`src/rtl/mac_pkg.sv`:
```
// Shared operation codes and per-operation properties for the MAC unit.
// Assumes a 3-bit operation field; code 7 is unused and acts as a no-op.
package mac_pkg;

    typedef enum logic [2:0] {
        OP_MUL16  = 3'd0,
        OP_MUL32  = 3'd1,
        OP_MULL   = 3'd2,
        OP_MAC16  = 3'd3,
        OP_MAC32  = 3'd4,
        OP_ACCWR  = 3'd5,
        OP_ACCRD  = 3'd6
    } mac_op_e;

    // True for operations that drive the result port.
    function automatic logic op_has_result(mac_op_e op);
        return (op == OP_MUL16) || (op == OP_MUL32) || (op == OP_MULL) || (op == OP_ACCRD);
    endfunction

    // True for operations that change the accumulator.
    function automatic logic op_writes_acc(mac_op_e op);
        return (op == OP_MAC16) || (op == OP_MAC32) || (op == OP_ACCWR);
    endfunction

endpackage

```
`src/rtl/mac_decode.sv`:
```
// Splits the multiplier operand into one or two signed chunks for the
// 16x32 array and derives the stage in which the operation completes.
// Assumes DATA_W is even; chunks are CHUNK_W+1 bits, signed.
module mac_decode import mac_pkg::*; #(
    parameter int DATA_W = 32
) (
    input  logic [2:0]          op,
    input  logic [DATA_W-1:0]   b,
    input  logic                hi,
    output logic [DATA_W/2:0]   chunk0,
    output logic [DATA_W/2:0]   chunk1,
    output logic                two_pass,
    output logic [2:0]          done_stage
);
    localparam int CW = DATA_W / 2;

    logic [CW-1:0] half_sel;
    logic [CW:0]   upper_bits;
    logic          fits;

    // Chosen half for 16-bit forms; range test for the short 32-bit path.
    always_comb begin
        half_sel   = hi ? b[DATA_W-1:CW] : b[CW-1:0];
        upper_bits = b[DATA_W-1:CW-1];
        fits       = (&upper_bits) | ~(|upper_bits);
    end

    // Chunk selection and completion stage per operation.
    always_comb begin
        chunk0     = '0;
        chunk1     = {b[DATA_W-1], b[DATA_W-1:CW]};
        two_pass   = 1'b0;
        done_stage = 3'd2;
        case (mac_op_e'(op))
            OP_MUL16, OP_MAC16: chunk0 = {half_sel[CW-1], half_sel};
            OP_MUL32, OP_MAC32, OP_MULL: begin
                if (fits) begin
                    chunk0 = {b[CW-1], b[CW-1:0]};
                end else begin
                    chunk0   = {1'b0, b[CW-1:0]};
                    two_pass = 1'b1;
                end
                if (mac_op_e'(op) == OP_MULL) done_stage = fits ? 3'd4 : 3'd5;
                else                           done_stage = fits ? 3'd2 : 3'd3;
            end
            default: chunk0 = '0;
        endcase
    end
endmodule

```
`src/rtl/mac_array.sv`:
```
// One signed DATA_W by (DATA_W/2+1) multiplier array, shared over cycles.
// Purely combinational; the caller chooses which operation uses it.
module mac_array #(
    parameter int DATA_W = 32
) (
    input  logic [DATA_W-1:0]          a,
    input  logic [DATA_W/2:0]          c,
    output logic [DATA_W+DATA_W/2:0]   pp
);
    localparam int CW = DATA_W / 2;
    localparam int PW = DATA_W + CW + 1;

    logic signed [PW-1:0] a_ext;
    logic signed [PW-1:0] c_ext;

    // Sign-extend both operands to the product width, then multiply.
    always_comb begin
        a_ext = {{(PW-DATA_W){a[DATA_W-1]}}, a};
        c_ext = {{(PW-CW-1){c[CW]}}, c};
        pp    = a_ext * c_ext;
    end
endmodule

```
`src/rtl/mac_acc.sv`:
```
// Accumulator register with add and load, plus the two-word read view.
// Assumes DATA_W < ACC_W <= 2*DATA_W; add wraps modulo 2^ACC_W.
module mac_acc #(
    parameter int DATA_W = 32,
    parameter int ACC_W  = 40
) (
    input  logic                clk,
    input  logic                rst_n,
    input  logic                add_en,
    input  logic                load_en,
    input  logic [ACC_W-1:0]    opnd,
    output logic [ACC_W-1:0]    acc_q,
    output logic [DATA_W-1:0]   rd_lo,
    output logic [DATA_W-1:0]   rd_hi
);
    localparam int EXT_W = 2 * DATA_W - ACC_W;

    // Accumulator state: load wins over add, otherwise hold.
    always_ff @(posedge clk) begin
        if (!rst_n)       acc_q <= '0;
        else if (load_en) acc_q <= opnd;
        else if (add_en)  acc_q <= acc_q + opnd;
    end

    // Read-out words: low word direct, upper bits sign-extended.
    always_comb begin
        rd_lo = acc_q[DATA_W-1:0];
        rd_hi = {{EXT_W{acc_q[ACC_W-1]}}, acc_q[ACC_W-1:DATA_W]};
    end
endmodule

```
`src/rtl/mac_unit.sv`:
```
// Multiply / multiply-accumulate unit with a shared 16x32 array.
// Two slots: m1 holds an operation in its first cycle, xs holds the one
// in M2..M5. An operation enters m1 only if xs will be empty or retiring
// at the next edge, so the two slots never compete for the array.
// Assumes DATA_W = 32-style even width and DATA_W < ACC_W <= 2*DATA_W.
module mac_unit import mac_pkg::*; #(
    parameter int DATA_W = 32,
    parameter int ACC_W  = 40,
    parameter int TAG_W  = 4
) (
    input  logic                clk,
    input  logic                rst_n,
    input  logic                in_valid,
    output logic                in_ready,
    input  logic [2:0]          in_op,
    input  logic [DATA_W-1:0]   in_a,
    input  logic [DATA_W-1:0]   in_b,
    input  logic                in_hi,
    input  logic [TAG_W-1:0]    in_tag,
    input  logic                kill,
    output logic                res_valid,
    output logic [TAG_W-1:0]    res_tag,
    output logic [DATA_W-1:0]   res_lo,
    output logic [DATA_W-1:0]   res_hi
);
    localparam int CW    = DATA_W / 2;
    localparam int PW    = DATA_W + CW + 1;
    localparam int P64   = 2 * DATA_W;
    localparam int BH_W  = ACC_W - DATA_W;
    localparam int SW    = 3;

    // M1 slot
    logic                m1_v;
    mac_op_e             m1_op;
    logic [TAG_W-1:0]    m1_tag;
    logic [DATA_W-1:0]   m1_a;
    logic [BH_W-1:0]     m1_bh;
    logic [CW:0]         m1_c0, m1_c1;
    logic                m1_two;
    logic [SW-1:0]       m1_done;

    // Later-stage slot
    logic                x_v;
    mac_op_e             x_op;
    logic [TAG_W-1:0]    x_tag;
    logic [DATA_W-1:0]   x_a;
    logic [CW:0]         x_c1;
    logic                x_two;
    logic [SW-1:0]       x_stage, x_done;
    logic [P64-1:0]      x_p;

    // Decoded inputs, array and accumulator wiring
    logic [CW:0]         dec_c0, dec_c1;
    logic                dec_two;
    logic [SW-1:0]       dec_done;
    logic [DATA_W-1:0]   arr_a;
    logic [CW:0]         arr_c;
    logic [PW-1:0]       pp;
    logic [P64-1:0]      pp64, m1_payload;
    logic                x_final, x_killed, x_fire, accept;
    logic                youngest_ok, acc_busy;
    logic                acc_add, acc_load;
    logic [ACC_W-1:0]    acc_q;
    logic [DATA_W-1:0]   acc_rd_lo, acc_rd_hi;

    mac_decode #(.DATA_W(DATA_W)) u_decode (
        .op(in_op), .b(in_b), .hi(in_hi),
        .chunk0(dec_c0), .chunk1(dec_c1), .two_pass(dec_two), .done_stage(dec_done)
    );

    mac_array #(.DATA_W(DATA_W)) u_array (
        .a(arr_a), .c(arr_c), .pp(pp)
    );

    mac_acc #(.DATA_W(DATA_W), .ACC_W(ACC_W)) u_acc (
        .clk(clk), .rst_n(rst_n), .add_en(acc_add), .load_en(acc_load),
        .opnd(x_p[ACC_W-1:0]), .acc_q(acc_q), .rd_lo(acc_rd_lo), .rd_hi(acc_rd_hi)
    );

    // Array user: the M1 operation's first chunk, else the M2 second chunk.
    always_comb begin
        arr_a      = m1_v ? m1_a  : x_a;
        arr_c      = m1_v ? m1_c0 : x_c1;
        pp64       = {{(P64-PW){pp[PW-1]}}, pp};
        m1_payload = (m1_op == OP_ACCWR) ? {{(P64-ACC_W){1'b0}}, m1_bh, m1_a} : pp64;
    end

    // Completion, kill and accumulator control for the later-stage slot.
    always_comb begin
        x_final  = x_v && (x_stage == x_done);
        x_killed = kill && x_v && (x_stage <= 3'd2);
        x_fire   = x_final && !x_killed;
        acc_add  = x_fire && ((x_op == OP_MAC16) || (x_op == OP_MAC32));
        acc_load = x_fire && (x_op == OP_ACCWR);
    end

    // Issue rule: empty, or youngest operation completes next cycle.
    always_comb begin
        youngest_ok = m1_v ? (m1_done == 3'd2) : (!x_v || (x_stage + 3'd1 == x_done));
        acc_busy    = (m1_v && op_writes_acc(m1_op)) || (x_v && op_writes_acc(x_op));
        in_ready    = !kill && youngest_ok && !((mac_op_e'(in_op) == OP_ACCRD) && acc_busy);
        accept      = in_valid && in_ready;
    end

    // M1 slot occupancy: each accepted operation stays exactly one cycle.
    always_ff @(posedge clk) begin
        if (!rst_n) m1_v <= 1'b0;
        else        m1_v <= accept;
    end

    // M1 slot payload capture on acceptance.
    always_ff @(posedge clk) begin
        if (accept) begin
            m1_op   <= mac_op_e'(in_op);
            m1_tag  <= in_tag;
            m1_a    <= in_a;
            m1_bh   <= in_b[BH_W-1:0];
            m1_c0   <= dec_c0;
            m1_c1   <= dec_c1;
            m1_two  <= dec_two;
            m1_done <= dec_done;
        end
    end

    // Later-stage slot: take over from M1, advance, or retire.
    always_ff @(posedge clk) begin
        if (!rst_n) begin
            x_v <= 1'b0;
        end else if (m1_v && !kill) begin
            x_v     <= 1'b1;
            x_op    <= m1_op;
            x_tag   <= m1_tag;
            x_a     <= m1_a;
            x_c1    <= m1_c1;
            x_two   <= m1_two;
            x_stage <= 3'd2;
            x_done  <= m1_done;
            x_p     <= m1_payload;
        end else if (x_v && !x_final && !x_killed) begin
            x_stage <= x_stage + 3'd1;
            if (x_two && (x_stage == 3'd2)) x_p <= x_p + (pp64 << CW);
        end else begin
            x_v <= 1'b0;
        end
    end

    // Result port driven from the completing operation.
    always_comb begin
        res_valid = x_fire && op_has_result(x_op);
        res_tag   = x_tag;
        res_lo    = (x_op == OP_ACCRD) ? acc_rd_lo : x_p[DATA_W-1:0];
        case (x_op)
            OP_MULL:  res_hi = x_p[P64-1:DATA_W];
            OP_ACCRD: res_hi = acc_rd_hi;
            default:  res_hi = '0;
        endcase
    end
endmodule

```
`config.mk`:
```
export PLATFORM = sky130hd
export DESIGN_NAME = mac_unit
export DESIGN_NICKNAME = d
export VERILOG_FILES = /design/src/rtl/mac_pkg.sv /design/src/rtl/mac_decode.sv /design/src/rtl/mac_array.sv /design/src/rtl/mac_acc.sv /design/src/rtl/mac_unit.sv
export SDC_FILE = /design/constraint.sdc
export NUM_CORES = 2
export LEC_CHECK = 0
export ABC_AREA = 1
export BUFFER_PORTS_ARGS = -buffer_cell sky130_fd_sc_hd__buf_2
export CORE_ASPECT_RATIO = 0.6
export CORE_MARGIN = 2
export CORE_UTILIZATION = 55
export DETAILED_ROUTE_END_ITERATION = 8
export PLACE_DENSITY = 0.69
export SLEW_MARGIN = 10
export SYNTH_ARGS = -nofsm -noshare
export SYNTH_HDL_FRONTEND = slang
export SYNTH_SLANG_ARGS = --single-unit
```
`constraint.sdc`:
```
create_clock -name clk -period 19.9 [get_ports clk]
set_input_delay 0 -clock clk [delete_from_list [all_inputs] [get_ports clk]]
set_output_delay 0 -clock clk [all_outputs]
set_load 0.005 [all_outputs]
```
# --- Word-level counts from Yosys, hierarchy flattened ---
# Cells that the tools add are included.
totals:
  ff_bits: 252
  inputBits: 76
  out_inout_bits: 70
  word_cells: 109
classes:
  add_sub_neg: 3
  mul: 1
  order_cmp: 1
  eq_ne: 19
  mux: 21
  bitwise: 2
  n_reduce_logical: 43
op_table:
  columns: ["op", "n"]
  rows:
  - ["$mux 64", 4]
  - ["$mux 40", 2]
  - ["$add 64x64->64", 1]
  - ["$mux 32", 2]
  - ["$pmux 32 s2", 1]
  - ["$mul 32x17->49", 1]
  - ["$add 40x40->40", 1]
  - ["$mux 17", 2]
  - ["$pmux 17 s2", 1]
  - ["$eq 3x2->1 const B", 7]
  - ["$eq 3x3->1 const B", 7]
  - ["$logic_and 1x1->1", 17]
  - ["$reduce_and 17->1", 1]
  - ["$reduce_or 17->1", 1]
  - ["$mux 16", 1]
  - ["$logic_or 1x1->1", 9]
  - ["$eq 3x1->1 const B", 2]
  - ["$eq 3x3->1", 2]
  - ["$logic_not 3->1", 2]
  - ["$mux 1", 6]
  - ["$mux 3", 2]
  - ["$reduce_bool 2->1", 3]
  - ["$logic_not 1->1", 5]
  - ["$reduce_and 2->1", 2]
  - ["8 further kinds", 8]

# --- Logic depth before layout (Yosys ltp) ---
logic_depth:
  ltp_word: 9
  depth_mapped: 46
  mapped_depth_nobuf: 43

# --- Cells and area by module ---
# Synthesis repeated with hierarchy kept, for this count alone.
hier_totals:
  hier_cells: 5569
  area_unflattened_um2: 39852.0
modules_own_cells:
  columns: ["mod", "n_inst", "cells_each", "area_per_inst_um2", "seq_area_each_um2"]
  rows:
  - ["mac_array", 1, 2870, 20707.4, 0.0]
  - ["mac_unit", 1, 1688, 13345.3, 6406.1]
  - ["mac_acc", 1, 865, 5059.9, 800.8]
  - ["mac_decode", 1, 146, 739.5, 0.0]

# --- Worst setup path before layout ---
# Ideal clock, no wire load.
synth_timing:
  kind: "register to register"
  startpoint: "reg m1_v"
  endpoint: "reg x_p[57] (data pin)"
  setup_ps: 252
  arrival_time_ps: 7337
  required_time_ps: 19648
  setup_slack_ps: 12310
  path_stages_with_launch: 41
  n_path_buf: 4
  path_cell_list: "dfxtp_1 > buf_2 > buf_4 > buf_4 > nand2_1 > o21ai_1 > inv_1 > clkbuf_1 > nand2_1 > fa_1 > inv_1 > fa_1 > inv_1 > fa_1 > inv_1 > fa_1 > fa_1 > inv_1 > [... 5 more ...] > inv_2 > nor4_4 > nand2_1 > nand3b_1 > nand2_1 > nand2_1 > nand2_1 > and2_1 > ha_1 > nand2_1 > nor2_1 > inv_1 > nor4_1 > nand4_1 > nand3_1 > nand2_1 > nand3_1 > nand2_2"
synth_between:
  elab_chain_len: 6
  elab_cells_between_ends: 9
synth_rtl:
  columns: ["element", "line_no", "text"]
  rows:
  - ["start, declared", "mac_unit.sv:33", "logic m1_v;"]
  - ["start signal, assigned", "mac_unit.sv:108", "else m1_v <= accept;"]
  - ["$mux 32 / $mux 17 (equally long branches)", "mac_unit.sv:82, mac_unit.sv:83", null]
  - ["$mul 32x17->49", "mac_array.sv:20", "pp = a_ext * c_ext;"]
  - ["$add 64x64->64", "mac_unit.sv:141", "if (x_two && (x_stage == 3'd2)) x_p <= x_p + (pp64 << CW);"]
  - ["$mux 64", "mac_unit.sv:141", null]
  - ["$mux 64", "mac_unit.sv:139", "end else if (x_v && !x_final && !x_killed) begin"]
  - ["$mux 64 *", "mac_unit.sv:129", "end else if (m1_v && !kill) begin"]
  - ["end signal, assigned", "mac_unit.sv:138", "x_p <= m1_payload;"]
  - ["end signal, assigned", "mac_unit.sv:141", null]
  - ["end, declared", "mac_unit.sv:50", "logic [P64-1:0] x_p;"]
# Every way passes the cells marked *; elsewhere a longest branch is shown, timed or not. The select of a mux whose other input is x is not followed.
# A chain may end at the register's enable or synchronous reset.

# --- Final worst setup path ---
# Ends and elaborated chain as after synthesis.

==> run_results.csv <==
group,metric,value,unit
status,status,"finished, final reports clean",
timing,whs,84.1,ps
floorplan,start_util,0.556,
yosys,avgSynthCellArea,7.67,sq um
timing,rsz0062_at_grt,"no",
critical_path,cpLargestDelayFamily,"adder cells",
timing,finalHoldViolCount,0,
yosys,synth_edf_count,208,
timing,drv_slew,0,
clock_tree,cts_tree,"yes",
yosys,synthesis.nets,5606,
placement,hpwl,111,mm
floorplan,std_cell_rows,73,
cells_and_area,final_util,0.606,
flow_run,max_cap_viol_count,0,
yosys,yosys_warnings,0,
critical_path,worstSetupEndpointType,"flip-flop",
clock_tree,cts_inserted_buffers,26,
yosys,async_flop_share,0,
clock_tree,htree_num_levels,1,
timing,period_needed,10690,ps
critical_path,path_max_fanout,60,
cells_and_area,area_delta_synth_final,8.89,%
cells_and_area,multi_input_area,25300,sq um
clock_tree,cts_resized,0,
floorplan,fp.dieH,204,um
placement,portBuffers,145,
route,drtIter0Drc,4422,
timing,skew,51.8,ps
yosys,yosysTopAreaCell,"fa_1",
route,drt-wirelength-per-cell,22.7,um
clock_tree,postCtsSetupBuffers,0,
yosys,yosysSeqAreaShare,0.192,
grt,grt_overflow,0,
critical_path,worst_path_largest_cell_delay,980,ps
yosys,synth_area_leaders,"fa_1 (28%), edfxtp_1 (17%), nand2_1 (11%)",
critical_path,cp_slowest_cell,"inv_1",
floorplan,die-area,69100,sq um
route,drc,0,
timing,fin_tns_setup,0,ps
critical_path,crit_type,"reg2reg",
yosys,synthDistinctLibCells,58,
critical_path,cp.arrival,11060,ps
timing,layout_setup_ws,9210,ps
placement,post-place-ws,9570,ps
cells_and_area,layout-drive-gt1-share,0.0767,
timing,tightestPinTransition,1300,ps
route,ant_nets,0,
grt,grt_pass1_vias,31500,
yosys,synth_seq_cells,250,
timing,setup_viol,0,
clock_tree,cts.sinks,250,
route,avgViaCountPerCell,5.65,
route,wl,133,mm
critical_path,start_kind,"flip-flop",
cells_and_area,antenna_cells,0,
cells_and_area,nets,5768,
cells_and_area,regArea,7090,sq um
clock_tree,path_clk_slew,70,ps
route,drt_pass1_iterations,6,
hold_path,min_path_type,"in2reg",
cells_and_area,fillCellCount,6194,
yosys,syn_area,36800,sq um
placement,routabilityCongestion,1.04,
critical_path,critPathBufInv,8,
floorplan,fp.dieW,338,um
grt,antenna_found_initial,2,
clock_tree,cts_buffer_depth,3,
route,vias,33200,
timing,fin_crit_sh,0.537,
clock_tree,postCtsHoldBufs,74,
clock_tree,cts_root_buffer,"clkbuf_16",
yosys,syn_inst,4801,
grt,grt_max_degree,69,
timing,max_slew_margin,0.134,
critical_path,required,20270,ps
floorplan,boundaryPins,146,
floorplan,coreArea,66200,sq um
yosys,synthFlopType,"edfxtp_1",
timing,fmax,0.0936,GHz
grt,grt_pass1_wl,198,mm
grt,grt_use_total,0.391,
yosys,synth_top_area_frac,0.284,
clock_tree,clk_latency,620,ps
## worst paths after layout
check,slack (ps),endpoint,from,depth (start not counted)
hold reg to reg,420,x_c1[3],m1_c1[3],0
setup reg to reg,9210,x_p[57],m1_v,36
setup / recovery,9210,x_p[57],m1_v,36
hold / removal,80,m1_c0[10],in_hi,4
## area by class of cell
cell class              count  share of cell area
repair buffers            264              0.0450
multi-input cells        3378               0.631
clock inverters            15             0.00427
inverters                1043              0.0976
clock buffers              32              0.0168
well taps                 900              0.0281
flip-flops and latches    250               0.177
## metrics by stage
stage,instances,area (sq um)
2_1_floorplan,4801,36800
3_3_place_gp,5760,38500
3_5_place_dp,5761,38500
4_1_cts,5882,40100
5_1_grt,5882,40100
6_report,5882,40100
## sequential cells by signal (all words and copies together) (netlist names)
register and count:
x_p 64, m1_done 3, m1_bh 8, x_stage 3, x_done 3, u_acc.acc_q 40
m1_a 32, m1_op 3, x_c1 16, x_v 1, x_a 32, m1_tag 4
m1_c0 17, m1_v 1, res_tag 4, m1_c1 16, x_op 3
## layer usage
layer	share of wire	wire [um]	vias to the layer above	GRT usage
met5	0.00053	71	-	0.00638
met4	0.019	2510	4	0.0656
met3	0.16	21400	158	0.178
met2	0.36	48000	1982	0.482
met1	0.46	61500	15900	0.615
li1	-	-	15100	-
## logic make-up (layout without fill, tap and decap cells)
logic type	count (synthesis)	in the layout	synth area share
compound gates	672	672	0.101
flops	250	250	0.192
simple gates	1919	1919	0.216
buf+inv	1173	1354	0.122
xor+xnor	57	57	0.0138
fa+ha+maj	729	729	0.354
mux	1	1	0.000272
## cells in the mapped netlist, drive strengths merged (10+ instances only)
library cell and instances:
nor3 33, or2 41, xnor2 18, xor2 39
nand3 165, a21o 16, ha 206, o21ai 309
o21a 14, clkinv 11, a21oi 271, edfxtp 208
dfxtp 42, nor2 482, a31oi 10, clkbuf 81
buf 49, o211ai 17, nand4 41, nand2 1127
fa 523, inv 1032, o21bai 27, nor4 14
## worst reg2reg max path: cells and delay by family (launching register included)
family / cells / cell delay (ps)
adders and majority gates: 8 / 3880
AOI/OAI and AO/OA: 2 / 680
DFF: 1 / 550
and+or+nand+nor: 18 / 3390
buffers and inverters: 8 / 1950
## cells in the final DEF (no fill, tap or decap), types with 4 or more instances in the layout
cell type | netlist | routed
nand2_1 | 1102 | 1102
inv_1 | 1015 | 1014
fa_1 | 523 | 523
nor2_1 | 467 | 464
a21oi_1 | 259 | 259
o21ai_0 | 243 | 241
edfxtp_1 | 208 | 208
ha_1 | 206 | 206
nand3_1 | 157 | 156
buf_2 | 40 | 145
dlygate4sd3_1 | 0 | 74
o21ai_1 | 47 | 48
buf_4 | 2 | 45
nand4_1 | 41 | 41
dfxtp_1 | 42 | 41
xor2_1 | 38 | 38
or2_2 | 32 | 32
nor3_1 | 30 | 28
clkbuf_16 | 0 | 26
nand2_2 | 25 | 25
o21bai_1 | 24 | 24
o21ai_2 | 19 | 19
inv_2 | 17 | 18
xnor2_1 | 18 | 18
a21o_1 | 16 | 16
o21a_1 | 14 | 14
nor2_2 | 13 | 14
o211ai_1 | 14 | 14
clkinv_1 | 11 | 13
a21oi_2 | 11 | 11
nor4_1 | 10 | 10
a31oi_1 | 10 | 10
nand3b_1 | 9 | 9
nand3_2 | 6 | 7
or2_1 | 7 | 7
clkbuf_1 | 81 | 6
nor3_2 | 3 | 5
nor2_4 | 2 | 4
inv_6 | 0 | 4
Power is left out: the tool's default activity adds up to more than one toggle a clock period on the data nets, which glitch-free logic cannot reach.
